--- src/rtl/fbf_pkg.sv ---
package fbf_pkg;

  typedef struct packed {
    logic ce_n;
    logic ahold;
    logic bclk;
    logic rst_n;
    logic we_n;
  } fbf_pins_t;

  localparam fbf_pins_t PINS_IDLE = '{ce_n: 1'b1, ahold: 1'b1, bclk: 1'b0,
                                      rst_n: 1'b0, we_n: 1'b1};

  localparam int unsigned LAT_MIN = 2;

  function automatic logic [2:0] lat_clamp(input logic [2:0] raw);
    return (raw < 3'(LAT_MIN)) ? 3'(LAT_MIN) : raw;
  endfunction

endpackage

--- src/rtl/fbf_sync.sv ---
module fbf_sync #(
  parameter int unsigned W      = 1,
  parameter int unsigned STAGES = 2,
  parameter logic [W-1:0] RST_VAL = '0
) (
  input  logic         clk,
  input  logic         rst,
  input  logic [W-1:0] d,
  output logic [W-1:0] q
);

  logic [W-1:0] stg [STAGES];

  always_ff @(posedge clk) begin
    if (rst) begin
      for (int i = 0; i < STAGES; i++) stg[i] <= RST_VAL;
    end else begin
      stg[0] <= d;
      for (int i = 1; i < STAGES; i++) stg[i] <= stg[i-1];
    end
  end

  assign q = stg[STAGES-1];

endmodule

--- src/rtl/fbf_addr_capture.sv ---
module fbf_addr_capture #(
  parameter int unsigned AW = 22,
  parameter int unsigned DW = 16
) (
  input  logic          clk,
  input  logic          rst,
  input  logic          rst_pin_s,
  input  logic          active,
  input  logic          mode_sync,
  input  logic          ahold_s,
  input  logic          we_n_s,
  input  logic          we_rise,
  input  logic          ce_rise,
  input  logic          sel_edge,
  input  logic [AW-1:0] addr_s,
  input  logic [DW-1:0] data_s,
  output logic          cap_stb,
  output logic [AW-1:0] rd_addr,
  output logic [AW-1:0] wr_addr,
  output logic [DW-1:0] wr_data,
  output logic          wr_stb
);

  logic wr_armed;

  // burst capture: selected edge, strobe open, read cycle, active bus
  assign cap_stb = active & mode_sync & we_n_s & sel_edge & ~ahold_s;

  always_ff @(posedge clk) begin
    if (rst || !rst_pin_s) begin
      rd_addr <= '0;
    end else if (!mode_sync) begin
      if (!ahold_s) rd_addr <= addr_s;
    end else if (cap_stb) begin
      rd_addr <= addr_s;
    end
  end

  always_ff @(posedge clk) begin
    if (rst || !rst_pin_s) begin
      wr_armed <= 1'b0;
      wr_stb   <= 1'b0;
      wr_addr  <= '0;
      wr_data  <= '0;
    end else begin
      wr_stb <= 1'b0;
      if (wr_armed && (we_rise || ce_rise)) begin
        wr_addr  <= addr_s;
        wr_data  <= data_s;
        wr_stb   <= 1'b1;
        wr_armed <= 1'b0;
      end else if (active && !we_n_s) begin
        wr_armed <= 1'b1;
      end
    end
  end

  assert_hold_keeps_addr_R4: assert property (@(posedge clk) disable iff (rst)
    (ahold_s && rst_pin_s) |=> $stable(rd_addr))
    else $error("R4: read address moved while hold strobe high");

  assert_single_write_pulse_R9: assert property (@(posedge clk) disable iff (rst)
    wr_stb |=> !wr_stb)
    else $error("R9: write strobe longer than one cycle");

endmodule

--- src/rtl/fbf_burst_ctrl.sv ---
module fbf_burst_ctrl
  import fbf_pkg::*;
#(
  parameter int unsigned LAT_W = 3
) (
  input  logic             clk,
  input  logic             rst,
  input  logic             rst_pin_s,
  input  logic             active,
  input  logic             we_n_s,
  input  logic             ce_fall,
  input  logic             ahold_fall,
  input  logic             sel_edge,
  input  logic             cap_stb,
  input  logic             cfg_sync_mode,
  input  logic             cfg_wait_early,
  input  logic [LAT_W-1:0] cfg_latency,
  output logic             mode_sync,
  output logic             data_valid,
  output logic             wait_o,
  output logic             wait_oe
);

  logic [LAT_W-1:0] cnt;
  logic             started;
  logic             seen_fall;
  logic             wait_lvl;

  // remaining edges before first data; early release one edge sooner
  assign wait_lvl = cfg_wait_early ? (cnt >= LAT_W'(2)) : (cnt >= LAT_W'(1));

  always_ff @(posedge clk) begin
    if (rst || !rst_pin_s) begin
      mode_sync  <= 1'b0;
      seen_fall  <= 1'b0;
      cnt        <= '0;
      started    <= 1'b0;
      data_valid <= 1'b0;
      wait_o     <= 1'b0;
      wait_oe    <= 1'b0;
    end else begin
      if (ce_fall) mode_sync <= cfg_sync_mode;
      seen_fall <= seen_fall | ce_fall | ahold_fall;

      if (!active) begin
        cnt     <= '0;
        started <= 1'b0;
      end else if (cap_stb) begin
        cnt     <= lat_clamp(cfg_latency);
        started <= 1'b1;
      end else if (sel_edge && we_n_s && mode_sync && cnt != '0) begin
        cnt <= cnt - LAT_W'(1);
      end

      wait_oe    <= active;
      wait_o     <= active & mode_sync & started & wait_lvl;
      data_valid <= active & seen_fall & we_n_s &
                    (mode_sync ? (started & (cnt == '0)) : 1'b1);
    end
  end

  assert_wait_needs_oe_R8: assert property (@(posedge clk) disable iff (rst)
    wait_o |-> wait_oe)
    else $error("R8: WAIT driven while its enable is off");

  assert_pin_reset_quiet_R2: assert property (@(posedge clk) disable iff (rst)
    !rst_pin_s |=> (!data_valid && !wait_oe && !mode_sync))
    else $error("R2: outputs not quiet under pin reset");

  assert_lat_floor_R6: assert property (@(posedge clk) disable iff (rst)
    cap_stb |=> (cnt >= LAT_W'(2)))
    else $error("R6: latency below floor after capture");

  assert_valid_after_wait_R7: assert property (@(posedge clk) disable iff (rst)
    $rose(data_valid) && mode_sync |-> !wait_o)
    else $error("R7: data flagged valid while WAIT high");

endmodule

--- src/rtl/flash_bus_frontend.sv ---
module flash_bus_frontend
  import fbf_pkg::*;
#(
  parameter int unsigned AW          = 22,
  parameter int unsigned DW          = 16,
  parameter int unsigned SYNC_STAGES = 2
) (
  input  logic          clk,
  input  logic          rst,
  input  logic          pin_ce_n,
  input  logic          pin_ahold,
  input  logic          pin_bclk,
  input  logic          pin_rst_n,
  input  logic          pin_we_n,
  input  logic [AW-1:0] pin_addr,
  input  logic [DW-1:0] pin_data,
  input  logic          cfg_clk_rise,
  input  logic          cfg_wait_early,
  input  logic          cfg_sync_mode,
  input  logic [2:0]    cfg_latency,
  output logic [AW-1:0] rd_addr,
  output logic [AW-1:0] wr_addr,
  output logic [DW-1:0] wr_data,
  output logic          wr_stb,
  output logic          sync_mode,
  output logic          data_valid,
  output logic          wait_o,
  output logic          wait_oe
);

  localparam int unsigned PW = $bits(fbf_pins_t);
  localparam int unsigned BW = AW + DW;

  fbf_pins_t       pins_raw, pins_s, pins_prev;
  logic [PW-1:0]   pins_s_vec;
  logic [BW-1:0]   bus_s;
  logic [AW-1:0]   addr_s;
  logic [DW-1:0]   data_s;

  assign pins_raw = '{ce_n: pin_ce_n, ahold: pin_ahold, bclk: pin_bclk,
                      rst_n: pin_rst_n, we_n: pin_we_n};

  fbf_sync #(.W(PW), .STAGES(SYNC_STAGES), .RST_VAL(PINS_IDLE)) u_sync_ctl (
    .clk(clk), .rst(rst), .d(pins_raw), .q(pins_s_vec)
  );

  fbf_sync #(.W(BW), .STAGES(SYNC_STAGES), .RST_VAL('0)) u_sync_bus (
    .clk(clk), .rst(rst), .d({pin_addr, pin_data}), .q(bus_s)
  );

  assign pins_s = fbf_pins_t'(pins_s_vec);
  assign {addr_s, data_s} = bus_s;

  always_ff @(posedge clk) begin
    if (rst) pins_prev <= PINS_IDLE;
    else     pins_prev <= pins_s;
  end

  logic ce_fall, ce_rise, ahold_fall, bclk_rise, bclk_fall, we_rise;
  logic sel_edge, active, cap_stb;

  assign ce_fall    =  pins_prev.ce_n  & ~pins_s.ce_n;
  assign ce_rise    = ~pins_prev.ce_n  &  pins_s.ce_n;
  assign ahold_fall =  pins_prev.ahold & ~pins_s.ahold;
  assign bclk_rise  = ~pins_prev.bclk  &  pins_s.bclk;
  assign bclk_fall  =  pins_prev.bclk  & ~pins_s.bclk;
  assign we_rise    = ~pins_prev.we_n  &  pins_s.we_n;
  assign sel_edge   = cfg_clk_rise ? bclk_rise : bclk_fall;
  assign active     = ~pins_s.ce_n & pins_s.rst_n;

  fbf_addr_capture #(.AW(AW), .DW(DW)) u_addr (
    .clk(clk), .rst(rst), .rst_pin_s(pins_s.rst_n), .active(active),
    .mode_sync(sync_mode), .ahold_s(pins_s.ahold), .we_n_s(pins_s.we_n),
    .we_rise(we_rise), .ce_rise(ce_rise), .sel_edge(sel_edge),
    .addr_s(addr_s), .data_s(data_s), .cap_stb(cap_stb),
    .rd_addr(rd_addr), .wr_addr(wr_addr), .wr_data(wr_data), .wr_stb(wr_stb)
  );

  fbf_burst_ctrl #(.LAT_W(3)) u_burst (
    .clk(clk), .rst(rst), .rst_pin_s(pins_s.rst_n), .active(active),
    .we_n_s(pins_s.we_n), .ce_fall(ce_fall), .ahold_fall(ahold_fall),
    .sel_edge(sel_edge), .cap_stb(cap_stb), .cfg_sync_mode(cfg_sync_mode),
    .cfg_wait_early(cfg_wait_early), .cfg_latency(cfg_latency),
    .mode_sync(sync_mode), .data_valid(data_valid), .wait_o(wait_o),
    .wait_oe(wait_oe)
  );

endmodule

--- config.mk ---
export PLATFORM = sky130hd
export DESIGN_NAME = flash_bus_frontend
export DESIGN_NICKNAME = d
export VERILOG_FILES = /design/src/rtl/fbf_pkg.sv /design/src/rtl/fbf_sync.sv /design/src/rtl/fbf_addr_capture.sv /design/src/rtl/fbf_burst_ctrl.sv /design/src/rtl/flash_bus_frontend.sv
export SDC_FILE = /design/constraint.sdc
export NUM_CORES = 1
export LEC_CHECK = 0
export BUFFER_PORTS_ARGS = -buffer_cell sky130_fd_sc_hd__buf_4
export CORE_MARGIN = 10
export CORE_UTILIZATION = 35
export DETAILED_ROUTE_END_ITERATION = 10
export MAX_ROUTING_LAYER = met4
export SLEW_MARGIN = 5
export SYNTH_ARGS = -nofsm -noshare
export SYNTH_HDL_FRONTEND = slang
export SYNTH_SLANG_ARGS = --single-unit
--- constraint.sdc ---
create_clock -name clk -period 1.4 [get_ports clk]
set_clock_uncertainty 0.15 [all_clocks]
set_input_delay 0.07 -clock clk [delete_from_list [all_inputs] [get_ports clk]]
set_output_delay 0.07 -clock clk [all_outputs]
set_load 0.005 [all_outputs]
==> flow_summary.html, run 1 <==
<table>
<tr><th>Metric</th><th>Value</th></tr>
<tr><th colspan="2">Die</th></tr>
<tr><td>Placeable Area</td><td>between 0.01 and 0.015 sq mm</td></tr>
<tr><td>Chip Height</td><td>142 microns</td></tr>
<tr><td>Site Rows</td><td>44</td></tr>
<tr><td>Die Wd</td><td>about 140 microns</td></tr>
<tr><td>I/O pin count</td><td>116</td></tr>
<tr><td>Total die area</td><td>about 0.020 sq mm</td></tr>
<tr><td>Initial core utilization</td><td>~36%</td></tr>
<tr><th colspan="2">CTS</th></tr>
<tr><td>Clock latency on the worst-skew pair</td><td>~420 ps</td></tr>
<tr><td>Number of clock sinks</td><td>around 160</td></tr>
<tr><td>CTS tree</td><td>built</td></tr>
<tr><td>Clock slew at the register clock pins of the worst setup and hold paths</td><td>around 60 ps</td></tr>
<tr><td>Root Driver</td><td>sky130_fd_sc_hd__clkbuf_16</td></tr>
<tr><td>H-tree levels</td><td>4</td></tr>
<tr><td>Total CTS buffers</td><td>17</td></tr>
<tr><td>Buffer depth of the longest clock path</td><td>2</td></tr>
<tr><th colspan="2">Setup path</th></tr>
<tr><td>Critical path capture point type</td><td>flop</td></tr>
<tr><td>Crit-path max FO</td><td>16</td></tr>
<tr><td>Worst setup SP type</td><td>flop</td></tr>
<tr><td>Worst Path Required</td><td>1590 ps</td></tr>
<tr><td>Worst setup path category</td><td>flop to flop</td></tr>
<tr><td>Critical path data arrival time</td><td>around 1800 ps</td></tr>
<tr><th colspan="2">Detailed routing</th></tr>
<tr><td>Vias post-DR</td><td>a little over 4k</td></tr>
<tr><td>Routed length on met3</td><td>slightly below 700 microns</td></tr>
<tr><td>Detailed-route wire length on metal 1</td><td>about 5900 microns</td></tr>
<tr><td>Iter 0 DRT Violations</td><td>128</td></tr>
<tr><td>Vias per inst</td><td>roughly 4.5</td></tr>
<tr><td>Highest routed layer</td><td>met4</td></tr>
<tr><td>Antenna-violating nets left</td><td>0</td></tr>
<tr><td>Met2 WL post-DR</td><td>around 7000 microns</td></tr>
<tr><td>Count of unresolved DRC violations after routing</td><td>0</td></tr>
<tr><td>Post-Route WL</td><td>roughly 14000 microns</td></tr>
<tr><td>Number of iterations in the first detailed-routing pass</td><td>4</td></tr>
<tr><td>Wire length per cell</td><td>15.0 microns</td></tr>
<tr><th colspan="2">Yosys</th></tr>
<tr><td>Post-synth cell types</td><td>34</td></tr>
<tr><td>Synth Flop Type</td><td>sky130_fd_sc_hd__dfxtp_1</td></tr>
<tr><td>Yosys warning total</td><td>0</td></tr>
<tr><td>Mapped Cells</td><td>slightly above 500</td></tr>
<tr><td>Proportion of synthesized flip-flops having asynchronous set or reset</td><td>0%</td></tr>
<tr><td>Number of flops mapped to enable cells by yosys</td><td>0</td></tr>
<tr><td>Flip-flop and latch count after synthesis</td><td>about 160</td></tr>
<tr><td>Netlist area before placement</td><td>about 0.0052 sq mm</td></tr>
<tr><td>Per-instance average area after synthesis</td><td>roughly 10 sq um</td></tr>
<tr><td>Number of nets in the synthesized netlist</td><td>573</td></tr>
<tr><td>Portion of the post-synthesis area used by sequential elements</td><td>between 60 and 70%</td></tr>
<tr><th colspan="2">STA</th></tr>
<tr><td>Pin slew with the least headroom to its limit</td><td>429 ps</td></tr>
<tr><td>Worst hold slack</td><td>just over 80 ps</td></tr>
<tr><td>Share of the clock period used by the worst path after layout</td><td>111%</td></tr>
<tr><td>Final period demand of the worst path</td><td>~1600 ps</td></tr>
<tr><td>Timing-limited maximum frequency</td><td>between 600 and 700 MHz</td></tr>
<tr><td>PnR worst setup slack</td><td>-152 ps</td></tr>
<tr><td>Number of hold violations in the final report</td><td>0</td></tr>
<tr><td>Final setup violation count</td><td>64</td></tr>
<tr><td>Max-slew headroom at the worst pin</td><td>a little under three quarters</td></tr>
<tr><td>Fin. max-slew vios</td><td>0</td></tr>
<tr><td>Final total negative setup slack</td><td>-4610 ps</td></tr>
<tr><td>Unrepaired setup endpoints after global routing</td><td>true</td></tr>
<tr><th colspan="2">Cells and area</th></tr>
<tr><td>Relative area change from synthesis to final layout</td><td>59.1%</td></tr>
<tr><td>Most used cells in the layout excluding fill and tap cells</td><td>sky130_fd_sc_hd__dfxtp_1 (158), sky130_fd_sc_hd__buf_4 (134), sky130_fd_sc_hd__nor2b_1 (87)</td></tr>
<tr><td>Number of inserted diodes</td><td>0</td></tr>
<tr><td>Leading cell type in the layout, fill and taps excluded</td><td>sky130_fd_sc_hd__dfxtp_1</td></tr>
<tr><td>Layout filler cell count</td><td>1229</td></tr>
<tr><td>Number of cells in the finished layout apart from fillers</td><td>912</td></tr>
<tr><td>Number of nets in the layout</td><td>a little under 800</td></tr>
<tr><td>Share of final-layout standard cells stronger than drive strength 1</td><td>between 30% and 40%</td></tr>
<tr><th colspan="2">GRT</th></tr>
<tr><td>Gr ovfl total</td><td>0</td></tr>
<tr><td>Largest net degree at the start of global routing</td><td>45</td></tr>
<tr><td>Wire length of the first global-routing pass</td><td>~20000 microns</td></tr>
<tr><td>Overall track demand over capacity in global routing</td><td>approximately an eighth</td></tr>
<tr><td>Antenna violations before repair</td><td>0</td></tr>
<tr><td>Number of global-route vias before repair</td><td>between 4k and 5k</td></tr>
<tr><th colspan="2">Placement</th></tr>
<tr><td>Total half-perimeter wirelength after legalization and detailed placement</td><td>between 8000 and 9000 microns</td></tr>
<tr><td>Cells after DPL</td><td>between 800 and 900</td></tr>
<tr><td>Weighted congestion at the end of routability-driven global placement</td><td>about 0.77</td></tr>
<tr><td>Count of buffers inserted at the top-level ports</td><td>115</td></tr>
<tr><th colspan="2">Worst hold path</th></tr>
<tr><td>Hold crit path type</td><td>input pin to flop</td></tr>
<tr><th colspan="2">Pwr</th></tr>
<tr><td>Maximum vdd ir drop</td><td>between 0.0008 and 0.0009 V</td></tr>
<tr><td>Total design power</td><td>10.0 mW</td></tr>
<tr><td>Power density cells</td><td>1210 mW/mm^2</td></tr>
<tr><td>Leakage Power</td><td>3.21 nW</td></tr>
<tr><th colspan="2">Job</th></tr>
<tr><td>Number of max-cap violations</td><td>0</td></tr>
<tr><th colspan="2">Run status</th></tr>
<tr><td>Run status</td><td>finished with violations</td></tr>
<tr><td>Violated checks</td><td>setup timing</td></tr>
</table>
-- sequential cells by signal (all words and copies together) (netlist names) --
signal / cells
u_addr.rd_addr: 22
u_addr.wr_stb: 1
u_burst.mode_sync: 1
u_burst.data_valid: 1
u_addr.wr_data: 16
u_burst.wait_o: 1
u_sync_bus.stg: 76
pins_prev: 4
u_burst.started: 1
u_burst.cnt: 3
u_addr.wr_addr: 22
u_sync_ctl.stg: 10
u_burst.seen_fall: 1
u_burst.wait_oe: 1
u_addr.wr_armed: 1
-- stage by stage --
stage	setup WS, ps	util (%)	cell area, sq um
after floorplan	-50.6	-	5190
after global placement	-83.9	44.1	6410
after detailed placement	-117	44.1	6410
after CTS	-124	52.4	7620
after global routing	-196	56.8	8260
final	-152	56.8	8260
-- timing repair --
item | CTS | global route
pin swaps | 5 | 76
setup buffers | 1 | 5
resized for setup | 3 | 133
hold endpoints to repair | 57 | 1
endpoints found under the setup margin | 63 | 66
hold buffers | 58 | 1
gates cloned | 0 | 5
-- synth_stat cells, drive strengths merged (2+ instances only) --
library cell	instances	area [sq um]
o21ai	7	38.8
or2	10	62.6
and4bb	2	28.8
dfxtp	161	3220
nor2b	90	563
a21oi	41	216
nand2	121	454
ha	3	37.5
o21a	2	15.0
inv	3	11.3
nand2b	3	18.8
mux2i	24	240
nor3	2	10.0
nor2	8	30.0
clkbuf	21	78.8
buf	9	62.6
-- layer usage --
| metal | GRT usage, % | up-vias |
|---|---|---|
| li1 | - | 2054 |
| met1 | 14.2 | 1896 |
| met2 | 20.5 | 101 |
| met3 | 4.57 | 12 |
| met4 | 5.16 | 0 |
| met5 | - | - |
-- final cells by class --
cell class,count,area [sq um],share of cell area (%)
Inverter,3,11.3,0.136
Clock inverter,9,158,1.91
Tap cell,184,230,2.79
Sequential cell,161,3230,39.1
Timing Repair Buffer,208,1890,22.9
Multi-Input combinational cell,325,2290,27.7
Clock buffer,22,454,5.50
-- critical path, stage by stage, from the launching register on --
cell	delay (ps)
sky130_fd_sc_hd__dfxtp_1	310
sky130_fd_sc_hd__and4bb_4	330
sky130_fd_sc_hd__o21ai_2	90
sky130_fd_sc_hd__a21oi_4	170
sky130_fd_sc_hd__buf_12	190
sky130_fd_sc_hd__mux2i_1	230
-- report_power, final --
| group | leakage (nW) | total (mW) | internal [mW] | switching, mW |
|---|---|---|---|---|
| Clock | 0.290 | 4.79 | 3.02 | 1.77 |
| Sequential | 1.32 | 4.74 | 4.70 | 0.0373 |
| Combinational | 1.61 | 0.473 | 0.306 | 0.167 |
| Total | 3.21 | 10.0 | 8.03 | 1.97 |
-- cell families after synthesis --
| family | Yosys count | synth area share, % |
|---|---|---|
| flip-flops | 161 | 62.1 |
| AND/OR/NAND/NOR | 240 | 23.1 |
| adder cells (fa/ha/maj) | 3 | 0.723 |
| multiplexers | 25 | 4.85 |
| AO/OA/AOI/OAI | 57 | 6.29 |
| buffers and inverters | 33 | 2.94 |
-- final timing paths --
kind,start,cells past startpoint,end,slack [ps]
worst min-delay path,rst,3,u_sync_bus.stg[0][57],80
worst max-delay path,u_sync_ctl.stg[0][7],5,u_addr.rd_addr[5],-150
worst min register to register,u_sync_ctl.stg[0][3],1,u_sync_ctl.stg[0][8],260
worst max register to register,u_sync_ctl.stg[0][7],5,u_addr.rd_addr[5],-150
(Power assumes the default switching activity.)
==> run 2, diff against run 1 <==
Settings changed: CTS_BUF_LIST from default to sky130_fd_sc_hd__clkbuf_4 sky130_fd_sc_hd__clkbuf_8.
==> run 2 against run 1 <==
Net effect:
- via count fell by 1.5%
- total power fell by 12%
- largest power group is now registers
- hold slack lost 16 ps
- setup slack better by 12 ps
- global-route usage is essentially flat
- the flow still finishes with violations (setup timing)
- fmax increased by 0.81%
- non-clock buffer count shrank 5
==> flow_summary.html, run 2 (same netlist as run 1, synthesis figures left out) <==
<table>
<tr><th>Metric</th><th>Value</th></tr>
<tr><th colspan="2">Cells and area</th></tr>
<tr><td>Share of final-layout standard cells stronger than drive strength 1</td><td>31.1% (-7.8 points)</td></tr>
<tr><td>Relative area change from synthesis to final layout</td><td>47.1%</td></tr>
<tr><td>Largest register FFs</td><td>76 (unchanged)</td></tr>
<tr><td>Leading cell type in the layout, fill and taps excluded</td><td>sky130_fd_sc_hd__dfxtp_1</td></tr>
<tr><td>Register ranked first by flip-flop count</td><td>u_sync_bus.stg</td></tr>
<tr><td>Largest registers</td><td>u_sync_bus.stg (76), u_addr.rd_addr (22), u_addr.wr_addr (22)</td></tr>
<tr><td>Layout filler cell count</td><td>1303 (+6.0%)</td></tr>
<tr><td>Number of nets in the layout</td><td>765 (-0.65%)</td></tr>
<tr><td>Most used cells in the layout excluding fill and tap cells</td><td>sky130_fd_sc_hd__dfxtp_1 (158), sky130_fd_sc_hd__buf_4 (134), sky130_fd_sc_hd__nand2_1 (116)</td></tr>
<tr><th colspan="2">Pwr</th></tr>
<tr><td>Power density cells</td><td>1160 mW/mm^2 (-4.3%)</td></tr>
<tr><td>Psw</td><td>1.78 mW (-9.5%)</td></tr>
<tr><td>Share of total power in sequential cells</td><td>53.5% (+6.1 points)</td></tr>
<tr><td>Total design power</td><td>8.85 mW (-12%)</td></tr>
<tr><td>Internal power</td><td>7.06 mW (-12%)</td></tr>
<tr><td>Switching part of the total</td><td>20.2% (+0.47 points)</td></tr>
<tr><td>Leakage Power</td><td>3.04 nW (-5.5%)</td></tr>
<tr><td>Clock network fraction of total power</td><td>41.2% (-6.7 points)</td></tr>
<tr><td>Maximum vdd ir drop</td><td>0.000765 V (-13%)</td></tr>
<tr><td>Gate power share</td><td>5.3% (+0.6 points)</td></tr>
<tr><th colspan="2">CTS</th></tr>
<tr><td>Root Driver</td><td>sky130_fd_sc_hd__clkbuf_8</td></tr>
<tr><td>Clock latency on the worst-skew pair</td><td>440 ps (+20 ps)</td></tr>
<tr><td>H-tree levels</td><td>4 (unchanged)</td></tr>
<tr><td>Number of clock sinks</td><td>161 (unchanged)</td></tr>
<tr><td>CTS tree</td><td>built</td></tr>
<tr><td>Total CTS buffers</td><td>17 (unchanged)</td></tr>
<tr><td>Clock slew at the register clock pins of the worst setup and hold paths</td><td>80 ps (+20 ps)</td></tr>
<tr><td>Buffer depth of the longest clock path</td><td>2 (unchanged)</td></tr>
<tr><th colspan="2">Worst hold path</th></tr>
<tr><td>Sink of the worst hold path</td><td>u_sync_bus.stg[0][57]</td></tr>
<tr><td>WHS Path Cells</td><td>3 (unchanged)</td></tr>
<tr><td>Origin of the worst min-delay path</td><td>rst</td></tr>
<tr><td>Hold crit path type</td><td>input pin to flop</td></tr>
<tr><th colspan="2">STA</th></tr>
<tr><td>Fin. max-slew vios</td><td>0 (unchanged)</td></tr>
<tr><td>Timing-limited maximum frequency</td><td>650 MHz (+0.81%)</td></tr>
<tr><td>Unrepaired setup endpoints after global routing</td><td>true</td></tr>
<tr><td>Number of hold violations in the final report</td><td>0 (unchanged)</td></tr>
<tr><td>Share of the clock period used by the worst path after layout</td><td>110% (-0.89 points)</td></tr>
<tr><td>Final period demand of the worst path</td><td>1540 ps (-12.4 ps)</td></tr>
<tr><td>Final total negative setup slack</td><td>-4970 ps (-356 ps)</td></tr>
<tr><td>PnR worst setup slack</td><td>-139 ps (+12.4 ps)</td></tr>
<tr><td>Final setup violation count</td><td>63 (-1.6%)</td></tr>
<tr><td>Max-slew headroom at the worst pin</td><td>71.9% (+0.55 points)</td></tr>
<tr><td>Worst hold slack</td><td>64.9 ps (-16.5 ps)</td></tr>
<tr><td>Pin slew with the least headroom to its limit</td><td>421 ps (-8.18 ps)</td></tr>
<tr><th colspan="2">Setup path</th></tr>
<tr><td>Critical path capture point type</td><td>flop</td></tr>
<tr><td>Standard cell with the maximum stage delay on the critical path</td><td>sky130_fd_sc_hd__dfxtp_2</td></tr>
<tr><td>Worst setup path category</td><td>flop to flop</td></tr>
<tr><td>Origin of the critical flop-to-flop path</td><td>u_sync_ctl.stg[0][9]</td></tr>
<tr><td>Worst path bufs/invs</td><td>0 (-1)</td></tr>
<tr><td>Critical path startpoint</td><td>u_sync_ctl.stg[0][9]</td></tr>
<tr><td>Critical path data arrival time</td><td>1770 ps (+20 ps)</td></tr>
<tr><td>R2r worst-path depth</td><td>4 (-1)</td></tr>
<tr><td>Cell Chain, Critical Path</td><td>and4bb_2, o21a_1, mux2_4, o21ai_1</td></tr>
<tr><td>Destination of the worst register-to-register timing path</td><td>u_burst.cnt[1]</td></tr>
<tr><td>Delay-heaviest family, CP</td><td>flip-flops</td></tr>
<tr><td>Setup slack, reg-to-reg</td><td>-140 ps (about the same)</td></tr>
<tr><td>Worst setup SP type</td><td>flop</td></tr>
<tr><td>Crit-path max FO</td><td>5 (-11)</td></tr>
<tr><td>Worst Path Required</td><td>1630 ps (+40 ps)</td></tr>
<tr><td>Maximum cell stage delay along the critical path</td><td>340 ps (about the same)</td></tr>
<tr><th colspan="2">Placement</th></tr>
<tr><td>Weighted congestion at the end of routability-driven global placement</td><td>0.767 (unchanged)</td></tr>
<tr><td>Count of buffers inserted at the top-level ports</td><td>115 (unchanged)</td></tr>
<tr><td>Pre-CTS WS</td><td>-117 ps (unchanged)</td></tr>
<tr><td>Total half-perimeter wirelength after legalization and detailed placement</td><td>8110 microns (unchanged)</td></tr>
<tr><th colspan="2">Detailed routing</th></tr>
<tr><td>Post-Route WL</td><td>12900 microns (-5.8%)</td></tr>
<tr><td>Antenna-violating nets left</td><td>0 (unchanged)</td></tr>
<tr><td>Wire length per cell</td><td>14.2 microns (-5.4%)</td></tr>
<tr><td>Iter 0 DRT Violations</td><td>117 (-8.6%)</td></tr>
<tr><td>Count of unresolved DRC violations after routing</td><td>0 (unchanged)</td></tr>
<tr><td>Number of iterations in the first detailed-routing pass</td><td>4 (unchanged)</td></tr>
<tr><td>Vias post-DR</td><td>4003 (-1.5%)</td></tr>
<tr><td>Vias per inst</td><td>4.41 (-1.0%)</td></tr>
<tr><th colspan="2">Run status</th></tr>
<tr><td>Run status</td><td>finished with violations</td></tr>
<tr><td>Violated checks</td><td>setup timing</td></tr>
<tr><th colspan="2">GRT</th></tr>
<tr><td>Antenna violations before repair</td><td>1 (+1)</td></tr>
<tr><td>Largest net degree at the start of global routing</td><td>45 (unchanged)</td></tr>
<tr><td>Wire length of the first global-routing pass</td><td>19900 microns (-0.35%)</td></tr>
<tr><td>Overall track demand over capacity in global routing</td><td>12.7% (-0.027 points)</td></tr>
<tr><td>Number of global-route vias before repair</td><td>4042 (+0.15%)</td></tr>
<tr><td>Gr ovfl total</td><td>0 (unchanged)</td></tr>
<tr><th colspan="2">Die</th></tr>
<tr><td>Chip Height</td><td>142 microns (unchanged)</td></tr>
<tr><td>Die Wd</td><td>142 microns (unchanged)</td></tr>
<tr><td>Site Rows</td><td>44 (unchanged)</td></tr>
<tr><td>Placeable Area</td><td>0.0145 sq mm (unchanged)</td></tr>
<tr><td>I/O pin count</td><td>116 (unchanged)</td></tr>
<tr><td>Total die area</td><td>0.0201 sq mm (unchanged)</td></tr>
<tr><td>Initial core utilization</td><td>35.7% (unchanged)</td></tr>
<tr><th colspan="2">Job</th></tr>
<tr><td>Number of max-cap violations</td><td>0 (unchanged)</td></tr>
</table>
## run 2: layer usage
layer | vias to the layer above | part of all wire (%) | GRT usage, %
met5 | - | 0 | -
met4 | 0 | 1.9 | 5.54
met3 | 20 | 4.9 | 4.41
met2 | 96 | 49 | 20.4
met1 | 1851 | 44 | 14.1
li1 | 2036 | - | -
## run 2: area by class of cell
type                    count  area (sq um)  area share, %
multi-input cells         325          1940           25.4
clock buffers              22           278           3.64
inverters                   3          11.3          0.148
well taps                 184           230           3.02
repair buffers            203          1790           23.5
diodes                      1          2.50         0.0328
clock inverters             9           158           2.07
flip-flops and latches    161          3230           42.3
## run 2: worst min-delay path, delay by kind of cell
family        cells  cell delay, ps
simple gates      1             120
buf+inv           2             430
## run 2: worst max-delay path by stage
stage | cells past startpoint | slack, ps | end
floorplan | 4 | -50 | u_burst.cnt[1]
global placement | 4 | -80 | u_burst.cnt[1]
detailed placement | 4 | -120 | u_burst.cnt[1]
CTS | 5 | -120 | u_addr.rd_addr[2]
global route | 5 | -200 | u_addr.rd_addr[13]
finish | 4 | -140 | u_burst.cnt[1]
## run 2: power groups by stage
| stage | sequential (mW) | clock (mW) | combinational (mW) |
|---|---|---|---|
| CTS | 4.73 | 3.76 | 0.461 |
| detailed placement | 4.84 | 0 | 0.331 |
| finish | 4.73 | 3.65 | 0.467 |
| global placement | 4.83 | 0 | 0.326 |
| floorplan | 4.83 | 0 | 0.168 |
| global route | 4.74 | 3.93 | 0.510 |
## run 2: through the flow
step / instance area (sq um) / cells / util [%]
after floorplan: 5190 / 519 / -
after global placement: 6410 / 812 / 44.1
after detailed placement: 6410 / 812 / 44.1
after CTS: 7440 / 902 / 51.2
after global routing: 7630 / 908 / 52.5
final: 7630 / 908 / 52.5
## run 2: timing repair
| item | CTS | global route |
|---|---|---|
| pin swaps | 6 | 23 |
| hold buffers | 58 | 0 |
| resized for setup | 3 | 30 |
| endpoints found under the hold margin | 57 | 0 |
| endpoints found under the setup margin | 63 | 65 |
| gates cloned | 0 | 3 |
| buffers inserted | 1 | 2 |
